File: config.mk
export PLATFORM = sky130hd
export DESIGN_NAME = bsr_chain
export DESIGN_NICKNAME = d
export VERILOG_FILES = /design/src/rtl/bsr_pkg.sv /design/src/rtl/bsr_ctrl.sv /design/src/rtl/bsr_cell.sv /design/src/rtl/bsr_chain.sv
export SDC_FILE = /design/constraint.sdc
export NUM_CORES = 1
export LEC_CHECK = 0
export BUFFER_PORTS_ARGS = -buffer_cell sky130_fd_sc_hd__buf_2
export CAP_MARGIN = 20
export CORE_MARGIN = 4
export CORE_UTILIZATION = 54
export DETAILED_ROUTE_END_ITERATION = 8
export PLACE_DENSITY = 0.9
export SLEW_MARGIN = 20
export SYNTH_ARGS = -nofsm -noshare
export SYNTH_HDL_FRONTEND = slang
export SYNTH_SLANG_ARGS = --single-unit
File: constraint.sdc
create_clock -name clk -period 2.1 [get_ports clk]
set_input_delay 0.105 -clock clk [delete_from_list [all_inputs] [get_ports clk]]
set_output_delay 0.105 -clock clk [all_outputs]
set_load 0.01 [all_outputs]
File: src/rtl/bsr_pkg.sv
`timescale 1ns/1ps
package bsr_pkg;

    // Operation applied to every cell on a rising test-clock edge.
    typedef enum logic [1:0] {
        BSR_IDLE    = 2'd0,
        BSR_CAPTURE = 2'd1,
        BSR_SHIFT   = 2'd2,
        BSR_UPDATE  = 2'd3
    } bsr_op_e;

    // Control word broadcast to all cells.
    typedef struct packed {
        bsr_op_e op;
        logic    drive_test;
    } bsr_ctl_t;

    // Fixed strobe priority: capture, then shift, then update.
    function automatic bsr_op_e bsr_pick_op(input logic cap, input logic sh, input logic upd);
        bsr_op_e op;
        if (cap)       op = BSR_CAPTURE;
        else if (sh)   op = BSR_SHIFT;
        else if (upd)  op = BSR_UPDATE;
        else           op = BSR_IDLE;
        return op;
    endfunction

endpackage

File: src/rtl/bsr_ctrl.sv
`timescale 1ns/1ps
module bsr_ctrl
    import bsr_pkg::*;
(
    input  logic     rst,
    input  logic     test_mode,
    input  logic     capture_en,
    input  logic     shift_en,
    input  logic     update_en,
    output bsr_ctl_t ctl
);

    always_comb begin
        ctl.op         = bsr_pick_op(capture_en, shift_en, update_en);
        // Reset forces functional pass-through.
        ctl.drive_test = test_mode && !rst;
    end

endmodule

File: src/rtl/bsr_cell.sv
`timescale 1ns/1ps
module bsr_cell
    import bsr_pkg::*;
(
    input  logic     clk,
    input  logic     rst,
    input  bsr_ctl_t ctl,
    input  logic     func_in,
    input  logic     scan_in,
    output logic     scan_out,
    output logic     func_out
);

    logic shift_q;
    logic hold_q;

    // Shift stage: parallel capture of the functional value or serial move.
    always_ff @(posedge clk) begin
        if (rst) begin
            shift_q <= 1'b0;
        end else begin
            case (ctl.op)
                BSR_CAPTURE: shift_q <= func_in;
                BSR_SHIFT:   shift_q <= scan_in;
                default:     shift_q <= shift_q;
            endcase
        end
    end

    // Update stage: only written on an update operation.
    always_ff @(posedge clk) begin
        if (rst) begin
            hold_q <= 1'b0;
        end else if (ctl.op == BSR_UPDATE) begin
            hold_q <= shift_q;
        end
    end

    assign scan_out = shift_q;
    assign func_out = ctl.drive_test ? hold_q : func_in;

endmodule

File: src/rtl/bsr_chain.sv
`timescale 1ns/1ps
module bsr_chain
    import bsr_pkg::*;
#(
    parameter int N_IN  = 4,
    parameter int N_OUT = 4
) (
    input  logic             clk,
    input  logic             rst,
    input  logic             test_mode,
    input  logic             capture_en,
    input  logic             shift_en,
    input  logic             update_en,
    input  logic             tdi,
    output logic             tdo,
    input  logic [N_IN-1:0]  pin_in,
    output logic [N_IN-1:0]  core_in,
    input  logic [N_OUT-1:0] core_out,
    output logic [N_OUT-1:0] pin_out
);

    localparam int TOT = N_IN + N_OUT;

    bsr_ctl_t       ctl;
    logic [TOT-1:0] cell_din;
    logic [TOT-1:0] cell_dout;
    logic [TOT-1:0] scan_q;

    bsr_ctrl u_ctrl (
        .rst        (rst),
        .test_mode  (test_mode),
        .capture_en (capture_en),
        .shift_en   (shift_en),
        .update_en  (update_en),
        .ctl        (ctl)
    );

    // Input cells occupy the low positions (nearest tdi), output cells the high ones.
    assign cell_din = {core_out, pin_in};

    for (genvar i = 0; i < TOT; i++) begin : g_cell
        logic sin;
        if (i == 0) begin : g_head
            assign sin = tdi;
        end else begin : g_link
            assign sin = scan_q[i-1];
        end

        bsr_cell u_cell (
            .clk      (clk),
            .rst      (rst),
            .ctl      (ctl),
            .func_in  (cell_din[i]),
            .scan_in  (sin),
            .scan_out (scan_q[i]),
            .func_out (cell_dout[i])
        );
    end

    assign core_in = cell_dout[N_IN-1:0];
    assign pin_out = cell_dout[TOT-1:N_IN];
    assign tdo     = scan_q[TOT-1];

endmodule

Word-level counts from Yosys, hierarchy flattened:

Index checks and enable logic that the tools add are counted.

* flip-flop bits (word level): 16
* bits in latches: 0
* memory bits (writable): 0
* ROM bits: 0
* input port bits: 15
* logic and storage cells: 41
* memories kept: 0

* $add $sub $neg: 0
* $mul: 0
* div/mod/pow operators: 0
* $lt $le $gt $ge: 0
* equality and inequality tests: 3
* shift operators: 0
* muxes and demuxes: 19
* bitwise logic cells: 0
* reductions and logical operators: 3

Operators with widths (number)
* case mux 1 bit (2 select lines): 8
* two-way mux 1 bit: 8
* two-way mux 2 bit: 3
* == test 2 bit (second input constant): 2
* == test 2 x 1 -> 1 bit (second input constant): 1
* nonzero test 2 bit: 1
* logical AND 1 bit: 1
* zero test 1 bit: 1

Longest topological paths before layout:

* depth after elaboration: 5
* gate-level depth with buffers: 7
* mapped depth without buffers: 5

By module:

A second synthesis with hierarchy kept.

* cell total of the unflattened synthesis: 101
* area, all modules: 1036.0 sq um

Modules (own cells, without submodules)
* bsr_cell: instances 8, cells each 12, area each 126.4 sq um, sequential area each 40.0 sq um
* bsr_ctrl: instances 1, cells each 5, area each 25.0 sq um, sequential area each 0.0 sq um

Worst setup path after synthesis:

Ideal clock, no wire load.

* kind: input port to flip-flop
* start point: in shift_en
* end point: reg g_cell[0].u_cell.shift_q
* setup time: 0.086 ns
* data arrival time: 1.077 ns
* required time: 2.014 ns
* setup slack: 0.938 ns
* stages on the path: 7
* buffers on the path: 2
* path through: inv_1 > a21o_1 > ha_1 > buf_2 > buf_2 > nor2_1 > a211oi_1

* cells in the longest elaborated chain, start to end: 4
* elaborated cells between the ends (all ways): 6

RTL lines
* from (decl): RTL line bsr_chain.sv:12 `input logic shift_en,`
* two-way mux 2 bit (*): RTL line bsr_pkg.sv:22 `else if (sh) op = BSR_SHIFT;`
* two-way mux 2 bit (*): RTL line bsr_pkg.sv:21 `if (cap) op = BSR_CAPTURE;`
* == test 2 bit or == test 2 x 1 -> 1 bit (tied branches): RTL line bsr_cell.sv:22 `case (ctl.op)`
* case mux 1 bit (2 select lines) or nonzero test 2 bit (tied branches)
* to (signal assigned): RTL line bsr_cell.sv:23 `BSR_CAPTURE: shift_q <= func_in;`
* to (signal assigned): RTL line bsr_cell.sv:24 `BSR_SHIFT: shift_q <= scan_in;`
* to (signal assigned): RTL line bsr_cell.sv:25 `default: shift_q <= shift_q;`
* to (decl): RTL line bsr_cell.sv:14 `logic shift_q;`

Every way passes the cells marked *; elsewhere a longest branch is shown, timed or not.
A chain may end at the register's enable or synchronous reset.

Final worst setup path:

* start point: in rst
* end point: out core_in[3]

* cells in the longest elaborated chain, start to end: 3

RTL lines
* from (decl): RTL line bsr_chain.sv:9 `input logic rst,`
* zero test 1 bit: RTL line bsr_ctrl.sv:16 `ctl.drive_test = test_mode && !rst;`
* logical AND 1 bit: RTL line bsr_ctrl.sv:16
* two-way mux 1 bit: RTL line bsr_cell.sv:40 `assign func_out = ctl.drive_test ? hold_q : func_in;`
* to (decl): RTL line bsr_chain.sv:17 `output logic [N_IN-1:0] core_in,`

Every way passes these cells.

==> key figures <==
STA
  – Number of hold violations in the final report: 0
  – RSZ-0062 raised after global routing: false
  – Worst setup slack after layout: 0.869 ns
  – Setup clock skew after layout: 0.00363 ns
  – Setup TNS: 0 ns
  – Slew Viols, Final: 0
  – Maximum clock frequency: 0.812 GHz
  – Final setup violating endpoints: 0
  – Final period util: 0.586
  – Minimum clock period: 1.23 ns
  – Normalized max-slew margin: 0.661
  – Slew at the pin closest to its max-slew limit: 0.509 ns

Placement
  – Half-perimeter wire length after detailed placement: ~1.2 mm
  – IO Port Bufs: 23
  – Post-place setup slack: roughly 0.68 ns
  – Global placement routability congestion: 0.759

GRT
  – Via count of the first global-routing pass: roughly 590
  – Combined global-route utilization of all metal layers: 0.139
  – Antenna violations before repair: 0
  – Overall overflow remaining after global route: 0
  – Maximum number of pins on one net before global-route repair: 18
  – Global-route wire length before repair: 2.61 mm

Die
  – Core outline area: between 1500 and 2000 um2
  – Boundary Pins: 24
  – Die Width: roughly 50 um
  – Area enclosed by the die boundary: 2370 um2
  – DIE HEIGHT: 48.6 um
  – Initial Util: 0.579
  – Number of rows created at floorplan: 14

Clock network
  – Hold buffer count at cts: 0
  – Number of H-tree branching levels: 1
  – Post-CTS setup repair buffer count: 0
  – Clock transition at the registers of the reported paths: 0.09 ns
  – CTS max path bufs: 2
  – Worst-skew pair later-pin latency: 0.29 ns
  – TritonCTS Buffers: 3
  – # resized after CTS: 0
  – Clock sink count: 16
  – TritonCTS clock tree: yes
  – Clk Tree Root Cell: sky130_fd_sc_hd__clkbuf_4

Drt
  – Total wirelength of the detailed-routed design: 1.56 mm
  – Routed length per placed instance: 13.6 um
  – First-pass detailed-route iteration total: 4
  – Starting DRT DRC Count: 5
  – Antenna-violating nets left: 0
  – Drt drc: 0
  – Overall via count from detail_route: 620
  – Via-to-Cell Ratio: 5.39

Cells and area
  – Area of the multi-input gates: 459 um2
  – FF+latch area: 320 um2
  – Filler cell count: between 100 and 150
  – Nets: 117
  – Fraction of final layout cells sized beyond drive strength 1: 0.364
  – Top library cells by usage in the layout, fill and taps aside: 23 x sky130_fd_sc_hd__buf_2, 18 x sky130_fd_sc_hd__nor2_1, 16 x sky130_fd_sc_hd__mux2i_1, 16 x sky130_fd_sc_hd__dfxtp_1
  – ANT cells: 0
  – Synthesis-to-layout area growth: 7.01%
  – Most common cell after layout, fill and taps aside: sky130_fd_sc_hd__buf_2

Pwr
  – Static leakage power: roughly 0.45 nW
  – Total power per unit cell area: 723 nW/um2
  – Largest vdd supply drop: 354 uV

Logic synthesis
  – Number of nets produced by synthesis: 104
  – Number of warnings printed during yosys synthesis: 0
  – Gate count of the mapped netlist: 87
  – Number of synthesized register bits: 16
  – Count of distinct cell types in the synthesized netlist: 14
  – Syn Std Cell Area: 892 um2
  – Part of the Yosys area used for sequential elements: 0.359
  – Mean area per synthesized cell: approximately 10 um2

Hold path
  – Min-Delay Path Class: input port to flip-flop

Setup path
  – Crit path DAT: around 1.1 ns
  – Largest fanout on the critical path: 17
  – Worst setup endpoint: core_in[3]
  – Crit. End Element: output port
  – Setup slack of the most critical reg-to-reg path: 1.27 ns
  – Start point of the critical path: rst
  – WS Path Type: input port to output port
  – Cell breakdown of the critical path: buf_2 -> nand2b_4 -> mux2_4 -> buf_2
  – Cell at the slowest stage of the critical path: sky130_fd_sc_hd__mux2_4
  – CP Data Required Time: 2.00 ns
  – CP max stage delay: 0.32 ns
  – Worst reg2reg path depth: 2
  – CP Launch Type: input port
  – Endpoint of the most critical register-to-register path: g_cell[6].u_cell.scan_out$_SDFFE_PP0P_
  – Cell repeated most along the worst path: sky130_fd_sc_hd__buf_2
  – Launching point of the worst reg2reg path: g_cell[5].u_cell.scan_out$_SDFFE_PP0P_

Outcome
  – Run status: complete, no violations

Flow run
  – Total of max-cap violations: 0
[registers in the layout, summed over array words and instances (netlist names)]
signal / cells
g_cell.u_cell.hold_q: 8
g_cell.u_cell.scan_out: 8
[through the flow]
stage / hold slack [ns] / power [W] / area [um2] / instances / utilization
final: 0.163 / 0.000690 / 955 / 115 / 0.619
after global routing: 0.165 / 0.000727 / 955 / 115 / 0.619
after CTS: 0.162 / 0.000696 / 955 / 115 / 0.619
after detailed placement: 0.464 / 0.000495 / 918 / 111 / 0.596
after global placement: 0.454 / 0.000488 / 918 / 111 / 0.596
after floorplan: 0.288 / 0.000470 / 892 / 87 / -
[metal layers]
layer	routed length, um	up-vias	global-route usage
met3	90	4	0.0399
met5	0	-	0
met1	720	282	0.172
met4	24	0	0.0807
li1	-	315	-
met2	727	19	0.213
[report_power, final]
| part | switching, W | total, W | internal [W] | leakage [nW] |
|---|---|---|---|---|
| logic | 0.0000698 | 0.000142 | 0.0000719 | 0.295 |
| registers | 0.0000171 | 0.000346 | 0.000328 | 0.131 |
| clock network | 0.0000973 | 0.000203 | 0.000106 | 0.0210 |
| total | 0.000184 | 0.000690 | 0.000506 | 0.447 |
[worst max-delay path, delay by kind of cell]
family,cells,cell delay [ns]
simple gates,1,0.30
buf+inv,2,0.40
mux,1,0.32
[cells by family after synthesis]
kind of cell               synth area share
buffers and inverters                 0.126
and+or+nand+nor                      0.0912
DFF                                   0.359
muxes                                 0.314
AOI/OAI and AO/OA                    0.0813
adders and majority gates            0.0280
[cells in the mapped netlist]
| library cell | n | area share |
|---|---|---|
| sky130_fd_sc_hd__buf_4 | 9 | 0.076 |
| sky130_fd_sc_hd__clkbuf_1 | 1 | 0.0042 |
| sky130_fd_sc_hd__mux2_4 | 8 | 0.13 |
| sky130_fd_sc_hd__a21oi_1 | 1 | 0.0056 |
| sky130_fd_sc_hd__a21o_1 | 1 | 0.0084 |
| sky130_fd_sc_hd__ha_1 | 2 | 0.028 |
| sky130_fd_sc_hd__buf_2 | 3 | 0.017 |
| sky130_fd_sc_hd__inv_1 | 1 | 0.0042 |
| sky130_fd_sc_hd__buf_6 | 2 | 0.025 |
| sky130_fd_sc_hd__mux2i_1 | 16 | 0.18 |
| sky130_fd_sc_hd__nand2b_4 | 1 | 0.015 |
| sky130_fd_sc_hd__a211oi_1 | 8 | 0.067 |
| sky130_fd_sc_hd__dfxtp_1 | 16 | 0.36 |
| sky130_fd_sc_hd__nor2_1 | 18 | 0.076 |
[cell type report]
| type | count | share of cell area |
|---|---|---|
| multi-input cells | 55 | 0.481 |
| flip-flops and latches | 16 | 0.336 |
| repair buffers | 23 | 0.121 |
| clock buffers | 4 | 0.0380 |
| well taps | 16 | 0.0210 |
| inverters | 1 | 0.00393 |
[worst min path at each step]
stage,depth (start not counted),slack [ns],to,start
3_5_place_dp,2,0.46,g_cell[4].u_cell.hold_q$_SDFFE_PP0N_,rst
4_1_cts,2,0.16,g_cell[0].u_cell.hold_q$_SDFFE_PP0N_,rst
2_1_floorplan,2,0.29,g_cell[0].u_cell.scan_out$_SDFFE_PP0P_,rst
6_report,2,0.16,g_cell[0].u_cell.hold_q$_SDFFE_PP0N_,rst
3_3_place_gp,3,0.45,g_cell[0].u_cell.scan_out$_SDFFE_PP0P_,tdi
5_1_grt,3,0.16,g_cell[1].u_cell.scan_out$_SDFFE_PP0P_,pin_in[1]
No activity file was read; power rests on OpenSTA's default activity.
